**src/rtl/trename_pkg.sv**
```systemverilog
package trename_pkg;
  parameter int ARCH_REGS = 32;
  parameter int POOL_SIZE = 64;
  localparam int ARCH_W = $clog2(ARCH_REGS);
  localparam int TAG_W  = $clog2(POOL_SIZE);
  localparam int OPND_W = (TAG_W > ARCH_W) ? TAG_W : ARCH_W;

  typedef logic [ARCH_W-1:0] archT;
  typedef logic [TAG_W-1:0]  tagT;
  typedef logic [OPND_W-1:0] opndT;

  // strobes from control to datapath
  typedef struct packed {
    logic accept;
    logic alloc;
    tagT  allocTag;
    logic rel;
    tagT  relTag;
  } ctrlStrobeT;
endpackage

```
**src/rtl/trename_ctrl.sv**
```systemverilog
module trename_ctrl
  import trename_pkg::*;
(
  input  logic       clk,
  input  logic       rstN,
  input  logic       inValid,
  input  logic       inDstEn,
  input  logic       relValid,
  input  tagT        relTag,
  output logic       inReady,
  output ctrlStrobeT strobes
);
  tagT headPtr;
  logic [POOL_SIZE-1:0] liveBits;

  // head temporary must be free before anything is accepted
  assign inReady = !liveBits[headPtr];

  always_comb begin
    strobes.accept   = inValid && inReady;
    strobes.alloc    = inValid && inReady && inDstEn;
    strobes.allocTag = headPtr;
    strobes.rel      = relValid;
    strobes.relTag   = relTag;
  end

  always_ff @(posedge clk) begin
    if (!rstN) begin
      headPtr <= '0;
    end else if (strobes.alloc) begin
      headPtr <= (headPtr == tagT'(POOL_SIZE - 1)) ? '0 : headPtr + tagT'(1);
    end
  end

  // one live flag per temporary; allocation set wins over release clear
  for (genvar t = 0; t < POOL_SIZE; t++) begin : g_live
    always_ff @(posedge clk) begin
      if (!rstN) begin
        liveBits[t] <= 1'b0;
      end else if (strobes.alloc && headPtr == tagT'(t)) begin
        liveBits[t] <= 1'b1;
      end else if (strobes.rel && relTag == tagT'(t)) begin
        liveBits[t] <= 1'b0;
      end
    end
  end
endmodule

```
**src/rtl/trename_datapath.sv**
```systemverilog
module trename_datapath
  import trename_pkg::*;
(
  input  logic       clk,
  input  logic       rstN,
  input  ctrlStrobeT strobes,
  input  archT       inSrcA,
  input  archT       inSrcB,
  input  logic       inDstEn,
  input  archT       inDst,
  output logic       outValid,
  output opndT       outSrcA,
  output logic       outSrcATemp,
  output opndT       outSrcB,
  output logic       outSrcBTemp,
  output logic       outDstEn,
  output tagT        outDst
);
  logic [ARCH_REGS-1:0] mapValid;
  tagT                  mapTag [ARCH_REGS];

  // per architectural register mapping entry
  for (genvar r = 0; r < ARCH_REGS; r++) begin : g_map
    always_ff @(posedge clk) begin
      if (!rstN) begin
        mapValid[r] <= 1'b0;
        mapTag[r]   <= '0;
      end else if (strobes.alloc && inDst == archT'(r)) begin
        mapValid[r] <= 1'b1;
        mapTag[r]   <= strobes.allocTag;
      end else if (strobes.rel && mapValid[r] && mapTag[r] == strobes.relTag) begin
        mapValid[r] <= 1'b0;
      end
    end
  end

  // lookups read the table before this cycle's update
  opndT nextSrcA, nextSrcB;
  logic nextATemp, nextBTemp;

  always_comb begin
    nextATemp = mapValid[inSrcA];
    nextBTemp = mapValid[inSrcB];
    nextSrcA  = nextATemp ? opndT'(mapTag[inSrcA]) : opndT'(inSrcA);
    nextSrcB  = nextBTemp ? opndT'(mapTag[inSrcB]) : opndT'(inSrcB);
  end

  always_ff @(posedge clk) begin
    if (!rstN) begin
      outValid    <= 1'b0;
      outSrcA     <= '0;
      outSrcATemp <= 1'b0;
      outSrcB     <= '0;
      outSrcBTemp <= 1'b0;
      outDstEn    <= 1'b0;
      outDst      <= '0;
    end else begin
      outValid <= strobes.accept;
      if (strobes.accept) begin
        outSrcA     <= nextSrcA;
        outSrcATemp <= nextATemp;
        outSrcB     <= nextSrcB;
        outSrcBTemp <= nextBTemp;
        outDstEn    <= inDstEn;
        outDst      <= inDstEn ? strobes.allocTag : '0;
      end
    end
  end
endmodule

```
**src/rtl/trename_top.sv**
```systemverilog
module trename_top
  import trename_pkg::*;
(
  input  logic              clk,
  input  logic              rstN,
  input  logic              inValid,
  output logic              inReady,
  input  logic [ARCH_W-1:0] inSrcA,
  input  logic [ARCH_W-1:0] inSrcB,
  input  logic              inDstEn,
  input  logic [ARCH_W-1:0] inDst,
  input  logic              relValid,
  input  logic [TAG_W-1:0]  relTag,
  output logic              outValid,
  output logic [OPND_W-1:0] outSrcA,
  output logic              outSrcATemp,
  output logic [OPND_W-1:0] outSrcB,
  output logic              outSrcBTemp,
  output logic              outDstEn,
  output logic [TAG_W-1:0]  outDst
);
  ctrlStrobeT strobes;

  trename_ctrl ctrl_i (
    .clk(clk), .rstN(rstN), .inValid(inValid), .inDstEn(inDstEn),
    .relValid(relValid), .relTag(relTag), .inReady(inReady), .strobes(strobes)
  );

  trename_datapath dp_i (
    .clk(clk), .rstN(rstN), .strobes(strobes),
    .inSrcA(inSrcA), .inSrcB(inSrcB), .inDstEn(inDstEn), .inDst(inDst),
    .outValid(outValid), .outSrcA(outSrcA), .outSrcATemp(outSrcATemp),
    .outSrcB(outSrcB), .outSrcBTemp(outSrcBTemp),
    .outDstEn(outDstEn), .outDst(outDst)
  );
endmodule

```
**config.mk**
```make
export PLATFORM = sky130hd
export DESIGN_NAME = trename_top
export DESIGN_NICKNAME = d
export VERILOG_FILES = /design/src/rtl/trename_pkg.sv /design/src/rtl/trename_ctrl.sv /design/src/rtl/trename_datapath.sv /design/src/rtl/trename_top.sv
export SDC_FILE = /design/constraint.sdc
export NUM_CORES = 1
export LEC_CHECK = 0
export ABC_CLOCK_PERIOD_IN_PS = 3300
export BUFFER_PORTS_ARGS = -buffer_cell sky130_fd_sc_hd__buf_2
export CELL_PAD_IN_SITES_DETAIL_PLACEMENT = 0
export CELL_PAD_IN_SITES_GLOBAL_PLACEMENT = 1
export CORE_MARGIN = 5
export CORE_UTILIZATION = 28
export CTS_CLUSTER_DIAMETER = 120
export DETAILED_ROUTE_END_ITERATION = 6
export GPL_TIMING_DRIVEN = 0
export HOLD_SLACK_MARGIN = 0.05
export PLACE_DENSITY_LB_ADDON = 0.15
export SYNTH_ARGS = -nofsm -noshare
export SYNTH_HDL_FRONTEND = slang
export SYNTH_HIERARCHICAL = 1
export SYNTH_SLANG_ARGS = --single-unit
```
**constraint.sdc**
```tcl
create_clock -name clk -period 3.3 [get_ports clk]
set_clock_uncertainty 0.1 [all_clocks]
set_input_delay 0.165 -clock clk [delete_from_list [all_inputs] [get_ports clk]]
set_output_delay 0.165 -clock clk [all_outputs]
set_load 0.005 [all_outputs]
```
# Yosys cells after proc, flatten, opt, wreduce, memory -nomap -nowiden
# Memories as Yosys holds them, arrays and structs flattened.
# Cells that the tools add are included.
[word_totals]
ramBits = 192
elab_cells = 987
n_memories = 1
reg_bits = 124
out_inout_bits = 23
input_bits = 26
[memory_table]
columns = ["name", "words", "width", "read_ports", "rd_ports_with_merged_regs", "write_ports", "line_no", "rtl"]
rows = [
  ["dp_i.mapTag", 32, 6, 34, 0, 32, "trename_datapath.sv:20", "tagT mapTag [ARCH_REGS];"],
]
[op_classes]
n_bitwise = 32
eq_ne = 189
n_lt_le_gt_ge = 3
n_addsub = 1
n_mux = 331
n_reduce_logical = 326
[op_table]
columns = ["cell", "count"]
rows = [
  ["$eq A6 B6 Y1 const B", 64],
  ["$mux W1", 292],
  ["$logic_and A1 B1 Y1", 226],
  ["$mux W6", 36],
  ["$eq A6 B5 Y1 const B", 32],
  ["$eq A6 B6 Y1", 32],
  ["$reduce_bool A2 Y1", 96],
  ["$eq A6 B4 Y1 const B", 16],
  ["$eq A5 B5 Y1 const B", 16],
  ["$eq A6 B3 Y1 const B", 8],
  ["$eq A5 B4 Y1 const B", 8],
  ["$or A1 B1 Y1", 32],
  ["$eq A6 B2 Y1 const B", 4],
  ["$eq A5 B3 Y1 const B", 4],
  ["$eq A6 B1 Y1 const B", 2],
  ["$logic_not A6 Y1", 2],
  ["$lt A5 B6 Y1 const B", 2],
  ["$bmux W1 S5", 2],
  ["$eq A5 B2 Y1 const B", 2],
  ["$lt A6 B7 Y1 const B", 1],
  ["$add A6 B1 Y6 const B", 1],
  ["$bmux W1 S6", 1],
  ["$eq A5 B1 Y1 const B", 1],
  ["$logic_not A5 Y1", 1],
  ["$logic_not A1 Y1", 1],
]

# Depth between registers and ports, before layout
# Gate-level depths: netlist of the first run.
[logic_depth]
depth_word = 10
mapped_depth = 14
ltp_nobuf = 10

# Cells and area by module
# Netlist of the first run, hierarchy kept.
[modules_own_cells]
columns = ["mod", "area_per_inst_um2", "seq_area_each_um2", "instances", "cells_per_inst"]
rows = [
  ["trename_datapath", 15245.9, 6846.6, 1, 1286],
  ["trename_ctrl", 3657.3, 1401.3, 1, 427],
]

# Worst setup path before layout of the first run
# No wires, ideal clock.
[synth_timing]
kind = "reg-to-reg"
start = "register ctrl_i.headPtr[1]"
end = "memory dp_i/mapTag[20][0] in the netlist's numbering, enable pin"
n_path_buf = 2
t_required_ps = 2823
setup_time_ps = 377
setup_slack_ps = -55
period_less_slack_ps = 3355
path_stages_with_launch = 11
arrival_ps = 2877
path_cell_list = "dfxtp_1 > clkbuf_1 > mux4_2 > mux2_2 > nand3b_1 > nand4_4 > buf_6 > nand2_1 > nor2b_1 > nand3_1 > o21ai_0"
[synth_lines]
columns = ["element", "line_no", "rtl"]
rows = [
  ["start: declaration", "trename_ctrl.sv:13", "tagT headPtr;"],
  ["start signal: assignment", "trename_ctrl.sv:31", "headPtr <= (headPtr == tagT'(POOL_SIZE - 1)) ? '0 : headPtr + tagT'(1);"],
  ["end: declaration", "trename_datapath.sv:20", ""],
]

==> flow_results.xml, run 1 <==
<?xml version="1.0" encoding="UTF-8"?>
<metrics>
  <group name="status">
    <metric name="status" unit="">complete, no violations</metric>
  </group>
  <group name="synthesis">
    <metric name="synth_top_flop_cell" unit="">edfxtp_1</metric>
    <metric name="synth.ff_latch_count" unit="">316</metric>
    <metric name="synth_top_cell_area_share" unit="%">30.5</metric>
    <metric name="yosys.area.top_type" unit="">edfxtp_1</metric>
    <metric name="post_synth_num_cell_types" unit="">65</metric>
    <metric name="synth_area" unit="sq um">18900</metric>
    <metric name="syn-mean-instance-area" unit="sq um">11.0</metric>
    <metric name="synth_enable_flop_cells" unit="">192</metric>
    <metric name="synthTopCellsByArea" unit="">edfxtp_1 31%, dfxtp_1 13%, mux4_2 10%</metric>
    <metric name="async_flop_share" unit="%">0</metric>
    <metric name="synthMostInstantiatedCell" unit="">and2_1</metric>
    <metric name="yosysWarnings" unit="">6</metric>
    <metric name="syn_inst" unit="">1713</metric>
    <metric name="post_synth_most_frequent_cells" unit="">201 x and2_1, 192 x edfxtp_1, 124 x dfxtp_1</metric>
    <metric name="mappedNetlistNets" unit="">1743</metric>
    <metric name="yosysSeqAreaShare" unit="%">43.6</metric>
  </group>
  <group name="critical_path">
    <metric name="setup.worst_path.class" unit="">flop to flop</metric>
    <metric name="worstSetupStartpointType" unit="">flop</metric>
    <metric name="cp-end-kind" unit="">flop</metric>
    <metric name="worst-endpoint-required" unit="ns">3.63</metric>
    <metric name="crit_fanout" unit="">10</metric>
    <metric name="regToRegSetupSlack" unit="ns">0.07</metric>
    <metric name="timing.critical_path.arrival" unit="ns">3.56</metric>
  </group>
  <group name="route">
    <metric name="routed_via_density" unit="">5.61</metric>
    <metric name="top_layer_used" unit="">met4</metric>
    <metric name="met1Wirelength" unit="microns">37700</metric>
    <metric name="ant_nets" unit="">0</metric>
    <metric name="drc" unit="">0</metric>
    <metric name="met3_wirelength" unit="microns">5750</metric>
    <metric name="detail_route.first_pass.iterations" unit="">5</metric>
    <metric name="route.detailed.wl_per_inst" unit="microns">31.4</metric>
    <metric name="totalWireLength" unit="microns">85600</metric>
    <metric name="first_iter_violations" unit="">1657</metric>
    <metric name="vias" unit="">15300</metric>
    <metric name="routed-wl-met2" unit="microns">39900</metric>
  </group>
  <group name="power">
    <metric name="clkPwrFrac" unit="%">44.8</metric>
    <metric name="static-leakage-power" unit="nW">7.61</metric>
    <metric name="power.combinational.fraction" unit="%">12.7</metric>
    <metric name="internal_power" unit="mW">7.56</metric>
    <metric name="power.density_cell_area" unit="nW/um^2">466</metric>
    <metric name="p_switching" unit="mW">2.88</metric>
    <metric name="power.ir.vdd_worst" unit="uV">313</metric>
    <metric name="p_sw_share" unit="%">27.6</metric>
    <metric name="seq_power_share" unit="%">42.5</metric>
  </group>
  <group name="timing">
    <metric name="slew_viol_final" unit="">0</metric>
    <metric name="min_period" unit="ns">3.23</metric>
    <metric name="layout_worst_path_cycle_share" unit="%">97.7</metric>
    <metric name="timing.final.hold_violations" unit="">0</metric>
    <metric name="worst-slew-pin-transition" unit="ns">1.48</metric>
    <metric name="tns" unit="ns">0</metric>
    <metric name="max-slew-margin-rel" unit="%">1.46</metric>
    <metric name="achievable-frequency" unit="MHz">310</metric>
    <metric name="report.final.setup_viol" unit="">0</metric>
  </group>
  <group name="cts">
    <metric name="clk_pin_slew" unit="ns">0.06</metric>
    <metric name="cts_tree" unit="">built</metric>
    <metric name="worst_skew_pair.late_latency" unit="ns">0.60</metric>
    <metric name="root_cell_of_the_clock_tree" unit="">clkbuf_16</metric>
    <metric name="clock_tree.htree_level_count" unit="">2</metric>
    <metric name="max-clock-path-buffers" unit="">3</metric>
    <metric name="cts_num_sinks" unit="">316</metric>
    <metric name="tritoncts.num_buffers" unit="">41</metric>
  </group>
  <group name="cells_and_area">
    <metric name="antenna_cells" unit="">0</metric>
    <metric name="drive_above_1_share" unit="%">21.4</metric>
    <metric name="areaGrowthSynthToFinish" unit="%">18.4</metric>
    <metric name="layout.cells.non_filler" unit="">2731</metric>
    <metric name="final_net_count" unit="">1855</metric>
  </group>
  <group name="placement">
    <metric name="gpl.final_weighted_congestion" unit="">0.968</metric>
    <metric name="dpl.cell_count" unit="">2630</metric>
    <metric name="placement.io_buffers" unit="">44</metric>
    <metric name="dp_hpwl" unit="microns">66100</metric>
  </group>
  <group name="floorplanning">
    <metric name="io_pins" unit="">49</metric>
    <metric name="floorplan.die.width" unit="microns">270</metric>
    <metric name="core_area" unit="sq um">67000</metric>
    <metric name="starting_density_of_the_core" unit="%">28.2</metric>
    <metric name="fp.dieH" unit="microns">270</metric>
    <metric name="num_rows" unit="">95</metric>
    <metric name="design.die.area" unit="sq um">72800</metric>
  </group>
  <group name="worst_hold_path">
    <metric name="timing.hold.worst.class" unit="">primary input to flop</metric>
  </group>
  <group name="grt">
    <metric name="first_global_vias" unit="">15100</metric>
    <metric name="grt_util_all_layers" unit="%">22.8</metric>
    <metric name="grt_first_pass_wirelength" unit="microns">120000</metric>
    <metric name="antenna_found_initial" unit="">1</metric>
    <metric name="grt_remaining_overflow" unit="">0</metric>
    <metric name="maximum_number_of_pins_on_one_net_before_global_route_repair" unit="">14</metric>
  </group>
  <group name="run">
    <metric name="cap_viol_max_count" unit="">0</metric>
  </group>
</metrics>
==> metal layers <==
metal / up-vias / track usage, %
li1: 6636 / -
met1: 7904 / 31.9
met2: 661 / 37.4
met3: 114 / 3.55
met4: 0 / 5.50
met5: - / 0
==> repair_timing <==
item                       CTS  global route
resized for setup          164            15
setup buffers               10             4
pin swaps                    8             3
hold buffers                13             0
hold endpoints to repair    22             0
setup endpoints to repair  501            88
==> cell type report <==
cell class                      instances  area, sq um
Buffer                                144          733
Fill cell                            6870        44700
Multi-Input combinational cell       1243        10400
Clock buffer                           54         1100
Inverter                                8         30.0
Tap cell                              873         1090
Clock inverter                         22          314
Timing Repair Buffer                   71          468
Sequential cell                       316         8260
==> metrics by stage <==
stage / hold slack, ns / cell area, sq um / power (mW) / utilization, % / setup slack, ns
after global routing: 0.0726 / 22400 / 10.8 / 33.4 / -0.00153
after detailed placement: 0.366 / 20200 / 5.74 / 30.2 / -2.04
after floorplan: 0.221 / 18900 / 5.19 / - / -0.0545
after CTS: 0.0540 / 22300 / 10.5 / 33.3 / 0.0198
after global placement: 0.360 / 20200 / 5.74 / 30.2 / -1.94
final: 0.0785 / 22400 / 10.4 / 33.4 / 0.0747
==> power groups by stage <==
| stage | logic (mW) | clock network (mW) | registers, mW |
|---|---|---|---|
| finish | 1.32 | 4.67 | 4.44 |
| global route | 1.38 | 4.96 | 4.44 |
| CTS | 1.29 | 4.79 | 4.43 |
| detailed placement | 1.21 | 0 | 4.53 |
| global placement | 1.21 | 0 | 4.53 |
| floorplan | 0.749 | 0 | 4.44 |
==> cells by family (layout without fill, tap and decap cells) <==
family,count (synthesis),count (layout),synth area share [%]
xor+xnor,192,192,8.90
fa+ha+maj,4,4,0.265
simple gates,536,536,16.3
mux,185,185,16.5
compound gates,326,326,10.6
buf+inv,154,299,3.81
flops,316,316,43.6
==> worst max-delay path, cell delays in order (launching register included) <==
cell     delay [ns]
dfxtp_4        0.36
buf_12         0.13
mux4_2         0.55
mux2_2         0.30
nand3_2        0.11
nand4_4        0.13
buf_8          0.15
nand2_8        0.09
nor2b_4        0.23
and2_4         0.27
nand3_4        0.20
nor2_4         0.24
and2_4         0.18
==> worst paths after layout <==
path              cells past startpoint                          endpoint                        startpoint
setup reg to reg                     12  dp_i/mapTag[22][5]$_SDFFCE_PN0P_    ctrl_i/headPtr[0]$_SDFFE_PN0P_
setup / recovery                     12  dp_i/mapTag[22][5]$_SDFFCE_PN0P_    ctrl_i/headPtr[0]$_SDFFE_PN0P_
hold / removal                        4   ctrl_i/liveBits[7]$_SDFFE_PN0P_                         relTag[1]
hold reg to reg                       2  ctrl_i/liveBits[39]$_SDFFE_PN0P_  ctrl_i/liveBits[39]$_SDFFE_PN0P_
==> layout by cell type (no fill, tap or decap), drive strengths merged, types with 4 or more instances in the layout <==
master       synthesis  routed
a21oi               55      55
a221oi               5       5
a22oi               13      13
a31o                16      16
a31oi                7       7
and2               201     201
buf                 59     116
bufinv               0       5
clkbuf              87     140
clkinv               1      15
dfxtp              124     124
dlygate4sd3          0      13
edfxtp             192     192
ha                   4       4
inv                  7       8
mux2                28      28
mux2i               61      61
mux4                96      96
nand2               78      78
nand2b               8       8
nand3               26      26
nand3b               8       8
nand4               53      53
nor2                50      50
nor2b               27      27
nor3                 5       5
nor4                18      18
o211ai              34      34
o21ai              122     122
o221ai               5       5
o22ai               49      49
or2                  5       5
or3                 18      18
or3b                11      11
or4                 20      20
xnor2               96      96
xor2                96      96
==> registers in the layout, summed over array words and instances, names as in the netlist <==
signal	count
ctrl_i/headPtr	6
dp_i/outDst	6
dp_i/outSrcB	6
ctrl_i/liveBits	64
dp_i/mapTag	192
dp_i/outSrcATemp	1
dp_i/outSrcBTemp	1
dp_i/mapValid	32
dp_i/outDstEn	1
dp_i/outValid	1
dp_i/outSrcA	6
(Power assumes the default switching activity.)
==> run 2, diff against run 1 <==
--- a/config.mk
+++ b/config.mk
@@ -15,6 +15,7 @@
 export DETAILED_ROUTE_END_ITERATION = 6
 export GPL_TIMING_DRIVEN = 0
 export HOLD_SLACK_MARGIN = 0.05
+export MAX_ROUTING_LAYER = met4
 export PLACE_DENSITY_LB_ADDON = 0.15
 export SYNTH_ARGS = -nofsm -noshare
 export SYNTH_HDL_FRONTEND = slang
==> flow_results.xml, run 2 (synthesized netlist as in run 1, its figures left out) <==
<?xml version="1.0" encoding="UTF-8"?>
<metrics>
  <group name="cts">
    <metric name="tritoncts.num_buffers" unit="">41</metric>
    <metric name="clk_pin_slew" unit="ns">0.05</metric>
    <metric name="max-clock-path-buffers" unit="">3</metric>
    <metric name="cts_tree" unit="">built</metric>
    <metric name="worst_skew_pair.late_latency" unit="ns">0.60</metric>
    <metric name="clock_tree.htree_level_count" unit="">2</metric>
    <metric name="root_cell_of_the_clock_tree" unit="">clkbuf_16</metric>
    <metric name="cts_num_sinks" unit="">316</metric>
  </group>
  <group name="cells_and_area">
    <metric name="antenna_cells" unit="">0</metric>
    <metric name="largestRegisters" unit="">dp_i/mapTag (192), ctrl_i/liveBits (64), dp_i/mapValid (32)</metric>
    <metric name="drive_above_1_share" unit="%">21.4</metric>
    <metric name="fin_util" unit="%">33.3</metric>
    <metric name="registers.top_by_ff_count" unit="">dp_i/mapTag</metric>
    <metric name="largest_reg_flops" unit="">192</metric>
    <metric name="post-route-cell-area" unit="sq um">22300</metric>
    <metric name="layout.cells.non_filler" unit="">2730</metric>
    <metric name="areaGrowthSynthToFinish" unit="%">18.2</metric>
    <metric name="mostFrequentLayoutCell" unit="">and2_1</metric>
    <metric name="final_net_count" unit="">1854</metric>
    <metric name="final_cell_mix" unit="">198 x and2_1, 192 x edfxtp_1, 119 x dfxtp_1, 96 x xor2_1, 96 x xnor2_1</metric>
  </group>
  <group name="grt">
    <metric name="grt_first_pass_wirelength" unit="microns">119000</metric>
    <metric name="antenna_found_initial" unit="">1</metric>
    <metric name="maximum_number_of_pins_on_one_net_before_global_route_repair" unit="">14</metric>
    <metric name="grt_remaining_overflow" unit="">0</metric>
    <metric name="grt_util_all_layers" unit="%">23.2</metric>
    <metric name="first_global_vias" unit="">14900</metric>
  </group>
  <group name="timing">
    <metric name="slew_viol_final" unit="">0</metric>
    <metric name="layout_worst_path_cycle_share" unit="%">98.3</metric>
    <metric name="rsz0062_at_grt" unit="">true</metric>
    <metric name="tns" unit="ns">0</metric>
    <metric name="worst-slew-pin-transition" unit="ns">1.46</metric>
    <metric name="min_period" unit="ns">3.24</metric>
    <metric name="timing.final.hold_violations" unit="">0</metric>
    <metric name="max-slew-margin-rel" unit="%">2.53</metric>
    <metric name="report.final.setup_viol" unit="">0</metric>
    <metric name="achievable-frequency" unit="MHz">308</metric>
    <metric name="hold-worst-slack" unit="ns">0.0853</metric>
  </group>
  <group name="floorplanning">
    <metric name="num_rows" unit="">95</metric>
    <metric name="fp.dieH" unit="microns">270</metric>
    <metric name="starting_density_of_the_core" unit="%">28.2</metric>
    <metric name="io_pins" unit="">49</metric>
    <metric name="core_area" unit="sq um">67000</metric>
    <metric name="floorplan.die.width" unit="microns">270</metric>
    <metric name="design.die.area" unit="sq um">72800</metric>
  </group>
  <group name="placement">
    <metric name="dp_hpwl" unit="microns">65500</metric>
    <metric name="detailed_place.area" unit="sq um">20200</metric>
    <metric name="gpl.final_weighted_congestion" unit="">1.02</metric>
    <metric name="dpl.cell_count" unit="">2630</metric>
    <metric name="placement.io_buffers" unit="">44</metric>
  </group>
  <group name="status">
    <metric name="status" unit="">complete, no violations</metric>
  </group>
  <group name="worst_hold_path">
    <metric name="min_path_cells" unit="">4</metric>
    <metric name="timing.hold.worst.class" unit="">primary input to flop</metric>
  </group>
  <group name="power">
    <metric name="power.density_cell_area" unit="nW/um^2">464</metric>
    <metric name="static-leakage-power" unit="nW">7.59</metric>
    <metric name="power.ir.vdd_worst" unit="uV">398</metric>
  </group>
  <group name="route">
    <metric name="detail_route.first_pass.iterations" unit="">5</metric>
    <metric name="first_iter_violations" unit="">1566</metric>
    <metric name="drc" unit="">0</metric>
    <metric name="vias" unit="">15400</metric>
    <metric name="routed_via_density" unit="">5.64</metric>
    <metric name="totalWireLength" unit="microns">84700</metric>
    <metric name="ant_nets" unit="">0</metric>
    <metric name="route.detailed.wl_per_inst" unit="microns">31.0</metric>
  </group>
  <group name="critical_path">
    <metric name="worstSetupStartpointType" unit="">primary input</metric>
    <metric name="crit_path_top_delay_cell" unit="">clkdlybuf4s15_1</metric>
    <metric name="worstPathCellList" unit="">dlygate4sd3_1 &gt; buf_2 &gt; clkbuf_1 &gt; clkdlybuf4s15_1 &gt; clkbuf_1 &gt; o21ai_1</metric>
    <metric name="max_stage_delay" unit="ns">0.78</metric>
    <metric name="setup.worst_path.class" unit="">primary input to flop</metric>
    <metric name="cp-end-kind" unit="">flop</metric>
    <metric name="crit_fanout" unit="">10</metric>
    <metric name="worstRegToRegCells" unit="">9</metric>
    <metric name="timing.critical_path.arrival" unit="ns">3.33</metric>
    <metric name="critical-path-top-cell-by-count" unit="">clkbuf_1</metric>
    <metric name="worst-endpoint-required" unit="ns">3.38</metric>
  </group>
  <group name="run">
    <metric name="cap_viol_max_count" unit="">0</metric>
  </group>
</metrics>
[run 2: final cells by class]
cell class              instances  area (sq um)
fillers                      6857         44700
multi-input cells            1243         10400
flip-flops and latches        316          8260
clock buffers                  58          1150
well taps                     873          1090
plain buffers                 143           734
repair buffers                 71           467
clock inverters                18           226
inverters                       8          30.0
[run 2: worst max-delay path, delay by kind of cell]
kind	cells	cell delay (ns)
buffers and inverters	5	2.61
AOI/OAI and AO/OA	1	0.52
[run 2: through the flow]
| stage | worst slack (ns) | total power, mW |
|---|---|---|
| 4_1_cts | 0.00467 | 10.4 |
| 3_5_place_dp | -1.90 | 5.74 |
| 2_1_floorplan | -0.0545 | 5.19 |
| 6_report | 0.0560 | 10.4 |
| 5_1_grt | -0.0179 | 10.7 |
| 3_3_place_gp | -1.84 | 5.74 |
[run 2: repair_timing]
item | CTS | global route
setup buffers | 8 | 3
hold buffers | 16 | 0
cloned | 0 | 0
setup endpoints to repair | 499 | 341
hold endpoints to repair | 24 | 0
pin swaps | 7 | 5
resized for setup | 152 | 34
[run 2: worst paths after layout]
kind / slack, ns / end / startpoint
setup / recovery: 0.06 / dp_i/mapTag[8][5]$_SDFFCE_PN0P_ / rstN
hold / removal: 0.09 / dp_i/mapValid[10]$_SDFFE_PN0P_ / inDst[1]
setup reg to reg: 0.07 / dp_i/mapTag[8][5]$_SDFFCE_PN0P_ / ctrl_i/headPtr[0]$_SDFFE_PN0P_
hold reg to reg: 0.37 / dp_i/mapValid[2]$_SDFFE_PN0P_ / dp_i/mapValid[2]$_SDFFE_PN0P_
[run 2: routing by layer]
layer	wire (microns)	share of wire (%)	vias to the layer above	GRT usage, %
li1	-	-	6637	-
met1	37600	44	7875	31.5
met2	39000	46	747	36.6
met3	5800	6.8	136	3.64
met4	2320	2.7	0	5.69
met5	0	0	-	-
[run 2: where the power goes]
part | internal [mW] | total, mW | leakage (nW) | switching [mW]
clock network | 2.71 | 4.62 | 0.670 | 1.90
logic | 0.476 | 1.31 | 3.91 | 0.838
registers | 4.29 | 4.44 | 3.00 | 0.151
total | 7.48 | 10.4 | 7.59 | 2.89
